<file path="config.mk">
export PLATFORM = sky130hd
export DESIGN_NAME = pbl_gate
export DESIGN_NICKNAME = d
export VERILOG_FILES = /design/src/rtl/pbl_pkg.sv /design/src/rtl/pbl_sync.sv /design/src/rtl/pbl_limit_latch.sv /design/src/rtl/pbl_period_lock.sv /design/src/rtl/pbl_gate.sv
export SDC_FILE = /design/constraint.sdc
export NUM_CORES = 1
export LEC_CHECK = 0
export BUFFER_PORTS_ARGS = -buffer_cell sky130_fd_sc_hd__buf_2
export CORE_AREA = 2 2 39 41
export CTS_BUF_LIST = sky130_fd_sc_hd__clkbuf_16
export DETAILED_ROUTE_END_ITERATION = 10
export DIE_AREA = 0 0 41 43
export GPL_TIMING_DRIVEN = 0
export PLACE_DENSITY_LB_ADDON = 0.08
export SLEW_MARGIN = 20
export SYNTH_ARGS = -nofsm -noshare
export SYNTH_HDL_FRONTEND = slang
export SYNTH_SLANG_ARGS = --single-unit
</file>
<file path="constraint.sdc">
create_clock -name clk -period 2.1 [get_ports clk]
set_clock_uncertainty 0.15 [all_clocks]
set_input_delay 0.315 -clock clk [delete_from_list [all_inputs] [get_ports clk]]
set_output_delay 0.315 -clock clk [all_outputs]
set_load 0.05 [all_outputs]
</file>
<file path="src/rtl/pbl_pkg.sv">
package pbl_pkg;
  // Bit positions inside the synchronised flag vector.
  localparam int FLAG_OC_DIFF = 0;
  localparam int FLAG_OC_GND  = 1;
  localparam int FLAG_SHDN    = 2;
  localparam int FLAG_COUNT   = 3;
endpackage

</file>
<file path="src/rtl/pbl_sync.sv">
module pbl_sync #(
  parameter int WIDTH  = 3,
  parameter int STAGES = 2
) (
  input  logic             clk,
  input  logic             rst_n,
  input  logic [WIDTH-1:0] d_i,
  output logic [WIDTH-1:0] q_o
);
  logic [WIDTH-1:0] stage_q [STAGES];
  logic [WIDTH-1:0] stage_d [STAGES];

  for (genvar s = 0; s < STAGES; s++) begin : g_stage
    if (s == 0) begin : g_first
      assign stage_d[s] = d_i;
    end else begin : g_next
      assign stage_d[s] = stage_q[s-1];
    end

    always_ff @(posedge clk or negedge rst_n) begin
      if (!rst_n) stage_q[s] <= '0;
      else        stage_q[s] <= stage_d[s];
    end
  end

  assign q_o = stage_q[STAGES-1];
endmodule

</file>
<file path="src/rtl/pbl_limit_latch.sv">
module pbl_limit_latch (
  input  logic clk,
  input  logic rst_n,
  input  logic set_i,
  input  logic clr_i,
  output logic lim_o
);
  logic lim_q;
  logic lim_d;
  logic lim_en;

  // Set dominates the period clear.
  always_comb begin
    lim_en = set_i | clr_i;
    lim_d  = set_i;
  end

  always_ff @(posedge clk or negedge rst_n) begin
    if (!rst_n)      lim_q <= 1'b0;
    else if (lim_en) lim_q <= lim_d;
  end

  assign lim_o = lim_q;


  set_wins_chk: assert property (@(posedge clk) disable iff (!rst_n)
    (set_i && clr_i) |=> lim_o);


  period_clear_chk: assert property (@(posedge clk) disable iff (!rst_n)
    (clr_i && !set_i) |=> !lim_o);
endmodule

</file>
<file path="src/rtl/pbl_period_lock.sv">
module pbl_period_lock (
  input  logic clk,
  input  logic rst_n,
  input  logic clr_i,
  input  logic gate_i,
  output logic lock_o,
  output logic prev_o
);
  logic lock_q, lock_d;
  logic prev_q;
  logic fall;

  always_comb begin
    fall   = prev_q & ~gate_i;
    lock_d = (lock_q | fall) & ~clr_i;
  end

  always_ff @(posedge clk or negedge rst_n) begin
    if (!rst_n) begin
      lock_q <= 1'b0;
      prev_q <= 1'b0;
    end else begin
      lock_q <= lock_d;
      prev_q <= gate_i;
    end
  end

  assign lock_o = lock_q;
  assign prev_o = prev_q;
endmodule

</file>
<file path="src/rtl/pbl_gate.sv">
module pbl_gate #(
  parameter int SYNC_STAGES = 2
) (
  input  logic clk,
  input  logic rst_n,
  input  logic period_strobe_i,
  input  logic pwm_raw_i,
  input  logic oc_diff_i,
  input  logic oc_gnd_i,
  input  logic shutdown_i,
  output logic pulse_o,
  output logic cut_event_o
);
  import pbl_pkg::*;

  logic [FLAG_COUNT-1:0] raw_flags;
  logic [FLAG_COUNT-1:0] sync_flags;
  logic oc_any, shdn;
  logic lim, lock, gate_prev;
  logic cut_q, cut_d;

  assign raw_flags[FLAG_OC_DIFF] = oc_diff_i;
  assign raw_flags[FLAG_OC_GND]  = oc_gnd_i;
  assign raw_flags[FLAG_SHDN]    = shutdown_i;

  pbl_sync #(.WIDTH(FLAG_COUNT), .STAGES(SYNC_STAGES)) sync_i (
    .clk(clk), .rst_n(rst_n), .d_i(raw_flags), .q_o(sync_flags)
  );

  assign oc_any = sync_flags[FLAG_OC_DIFF] | sync_flags[FLAG_OC_GND];
  assign shdn   = sync_flags[FLAG_SHDN];

  pbl_limit_latch limit_i (
    .clk(clk), .rst_n(rst_n), .set_i(oc_any), .clr_i(period_strobe_i),
    .lim_o(lim)
  );

  // Latency-free pass gate: the PWM edge reaches the output directly.
  assign pulse_o = pwm_raw_i & ~lim & ~oc_any & ~lock & ~shdn;

  pbl_period_lock lock_i (
    .clk(clk), .rst_n(rst_n), .clr_i(period_strobe_i), .gate_i(pulse_o),
    .lock_o(lock), .prev_o(gate_prev)
  );

  always_comb cut_d = pwm_raw_i & ~lim & ~lock & ~shdn & oc_any;

  always_ff @(posedge clk or negedge rst_n) begin
    if (!rst_n) cut_q <= 1'b0;
    else        cut_q <= cut_d;
  end

  assign cut_event_o = cut_q;


  cut_single_chk: assert property (@(posedge clk) disable iff (!rst_n)
    cut_event_o |=> !cut_event_o);


  cut_quiet_chk: assert property (@(posedge clk) disable iff (!rst_n)
    cut_event_o |-> !pulse_o);


  one_pulse_chk: assert property (@(posedge clk) disable iff (!rst_n)
    (gate_prev && !pulse_o && !period_strobe_i) |=> !pulse_o);


  limit_hold_chk: assert property (@(posedge clk) disable iff (!rst_n)
    (lim && !period_strobe_i) |=> !pulse_o);
endmodule

</file>
======== Word level (Yosys, flattened, before mapping) ========
Cells that the tools add are included.
operators by class
  bitwise operators ....................... 18
operator list
  operator     count
  $and 1x1->1  9
  $not 1->1    6
  $or 1x1->1   3
word-level totals
  register bits ........................... 10
  bits of input ports ..................... 7
  output and inout port bits .............. 2
  logic and storage cells ................. 24

======== Longest topological paths before layout ========
  depth in word-level cells ............... 9
  depth in mapped cells ................... 2

======== Modules after synthesis ========
A second synthesis with hierarchy kept.
unflattened totals
  cell total of the unflattened synthesis .. 19
  area, all modules ....................... 312.8 µm²
by module, submodules not included
  module           instances  cells each  area an instance (µm²)  seq. area each (µm²)
  pbl_sync         1          6           150.1                   150.1
  pbl_period_lock  1          5           68.8                    50.0
  pbl_gate         1          5           57.6                    25.0
  pbl_limit_latch  1          3           36.3                    25.0

======== Worst setup path before layout ========
Ideal clock, no wire load.
  path type ............................... reg2out
  start point ............................. register lock_i.lock_q, in the netlist lock_i.lock_o
  end point ............................... output pulse_o
  data arrival time ....................... 1996 ps
  data required time ...................... 1635 ps
  path slack .............................. -361 ps
  cell stages (with the launch flop) ...... 3
  cells stage by stage .................... dfrtp_1 -> or4b_4 -> nor3_1
on the way
  longest elaborated chain between the ends .. 3
ends and longest elaborated chain
  element                   line                   source
  start: declaration        pbl_period_lock.sv:9   logic lock_q, lock_d;
  start signal: assignment  pbl_period_lock.sv:23  lock_q <= lock_d;
  $not 1->1                 pbl_gate.sv:39         assign pulse_o = pwm_raw_i & ~lim & ~oc_any & ~lock & ~shdn;
  $and 1x1->1 (2 in a row)  pbl_gate.sv:39
  end: declaration          pbl_gate.sv:11         output logic pulse_o,
Every way passes these cells.

======== Worst setup path after layout ========
Same ends and word-level chain as after synthesis.

==> summary.md <==
| Metric | Value |
|---|---|
| Register area share after synthesis | 0.823 |
| Crit-path max FO | 3 |
| GRT overflow | 0 |
| Hold WC Path Type | in -> reg |
| TritonCTS clock tree | done |
| Share of post-route cells with drive strength above 1 | 0.467 |
| Layout fillers | 146 |
| Worst r2r src | lock_i.lock_o |
| Slowest cell on crit path | or4b_4 |
| Yosys warnings | 0 |
| Core area | 0.00138 mm² |
| Drt initial violations | 1 |
| Status | finished clean |
| Post-synthesis register bit count | 10 |
| CP Data Required Time | between 1.5 and 2 ns |
| # H-tree levels | 1 |
| Critical Path Start Type | flip-flop |
| Post-CTS Setup Bufs | 0 |
| Mean routed wirelength per cell | 10.5 µm |
| Vias in the first global route | 187 |
| Final Cycle Share | 0.969 |
| Pins Over Slew Limit | 0 |
| Nets | 39 |
| Setup_tns | 0 ns |
| Via count | 178 |
| CTS buffer count | 3 |
| CP cell instances | or4b_4, nor3_2, clkbuf_4 |
| Clk root buf | clkbuf_16 |
| Worst Path Arrival | 1.57 ns |
| Hold path start | shutdown_i |
| Mapped Nets | 25 |
| # diodes | 0 |
| Vert. Die Dim | 43 µm |
| DIE AREA | between 0.0015 and 0.002 mm² |
| Setup violators final | 0 |
| Most frequent cells in the layout | dfrtp_1 (10), buf_2 (7), clkbuf_16 (3) |
| Total power | roughly 0.54 mW |
| Leakage power | 0.221 nW |
| Most common cell after layout, fill and taps aside | dfrtp_1 |
| Routed vias/inst | 3.87 |
| # rows | 14 |
| Starting density of the core | 0.220 |
| Clk sinks | 10 |
| Count of input and output buffers | 8 |
| Fin. Hold Viols | 0 |
| First-pass GRT wire length | ~770 µm |
| Post-DRT Antenna Nets | 0 |
| RePlAce Congestion | ~0.60 |
| Maximum vdd drop | 0.556 mV |
| Max-cap violations | 0 |
| Library cells used by synthesis | 8 |
| Initial antenna violation count | 0 |
| Layout area overhead | 50.2% |
| Power per cell area | 1180 mW/mm² |
| Drt drc | 0 |
| RSZ-0062 raised after global routing | false |
| Crit path from | lock_i.lock_o |
| Cells after Synth | 18 |
| Clk buf depth | 2 |
| First drt pass iteration count | 2 |
| Pin count of the biggest net entering global routing | 11 |
| GRT Util Overall | 0.0732 |
| Clk slew on worst S/H paths | 0.04 ns |
| Routed wire length | approximately 480 µm |
| WS Path Type | reg -> out |
| I/O pins | 9 |
| Worst Path Buf+Inv | 1 |
| Mapped Avg Cell Area | 16.9 µm² |
| Synthesized cell area | 304 µm² |
| Crit. End Element | output pin |
| Slowest stage delay, CP | around 0.56 ns |
| Max Freq | 491 MHz |
| Post-detail-place hpwl | between 300 and 400 µm |
| Crit path time final | slightly above 2 ns |
| CP top delay family | simple AND/OR/NAND/NOR gates |
| Die extent in x | just over 40 µm |
| Worst skew pair latency | around 0.23 ns |
| Worst-Margin Slew | 0.248 ns |
| Slew headroom | 0.836 |
[where the power goes]
| part | internal (mW) | switching (mW) |
|---|---|---|
| combinational | 0.00742 | 0.00842 |
| clock | 0.245 | 0.0726 |
| sequential | 0.201 | 0.00347 |
| total | 0.454 | 0.0845 |
[cell families after synthesis]
family	synth area share
AO/OA/AOI/OAI	0.0782
buffers and inverters	0.0123
flip-flops	0.823
AND/OR/NAND/NOR	0.0864
[through the flow]
| step | hold slack, ns | setup WS (ns) | utilization | std cells | cell area [µm²] |
|---|---|---|---|---|---|
| 2_1_floorplan | -0.131 | 0.0865 | - | 18 | 309 |
| 3_3_place_gp | 0.0291 | 0.293 | 0.267 | 42 | 369 |
| 3_5_place_dp | 0.0318 | 0.279 | 0.267 | 42 | 369 |
| 4_1_cts | 0.0355 | 0.0284 | 0.328 | 46 | 454 |
| 5_1_grt | 0.0364 | 0.0122 | 0.330 | 46 | 457 |
| 6_report | 0.0409 | 0.0650 | 0.330 | 46 | 457 |
[layer usage]
| metal | vias up | track usage | share of wire |
|---|---|---|---|
| met3 | 0 | 0.0314 | 0.083 |
| met1 | 85 | 0.0671 | 0.39 |
| met4 | 0 | 0.0800 | 0 |
| met5 | - | 0 | 0 |
| met2 | 8 | 0.106 | 0.52 |
| li1 | 85 | - | - |
[state kept, by name (all words and copies together) (netlist names)]
register        cells
limit_i.lim_o       1
lock_i.prev_o       1
cut_event_o         1
sync_i.q_o          3
sync_i.stage_d      3
lock_i.lock_o       1
[cell usage after synthesis]
| cell type | instances | share of area |
|---|---|---|
| inv_1 | 1 | 0.012 |
| o21ai_0 | 1 | 0.016 |
| o21ba_2 | 1 | 0.033 |
| dfrtp_1 | 10 | 0.82 |
| o31a_1 | 1 | 0.029 |
| nor2_1 | 2 | 0.025 |
| nor3_1 | 1 | 0.016 |
| or4b_4 | 1 | 0.045 |
[final cells by class]
class | instances | area, µm² | share of cell area
Timing Repair Buffer | 9 | 52.6 | 0.115
Multi-Input combinational cell | 7 | 55.1 | 0.121
Inverter | 1 | 3.75 | 0.00822
Clock buffer | 3 | 75.1 | 0.164
Sequential cell | 10 | 250 | 0.548
Tap cell | 16 | 20.0 | 0.0438
[worst paths after layout]
path | cells past startpoint | slack, ns | to
max in group asynchronous | 2 | 1.27 | sync_i.stage_d[0]
min in group asynchronous | 2 | 0.34 | limit_i.lim_o
min reg2reg | 0 | 0.19 | sync_i.q_o[1]
min | 1 | 0.04 | sync_i.stage_d[2]
max | 3 | 0.06 | pulse_o
max reg2reg | 2 | 0.66 | lock_i.lock_o
[timing repair]
item,in CTS,in global routing
gates resized for setup,0,1
endpoints found under the hold margin,10,0
setup endpoints to repair,0,1
hold buffers,1,0
Power figures use the tool's default switching activity.
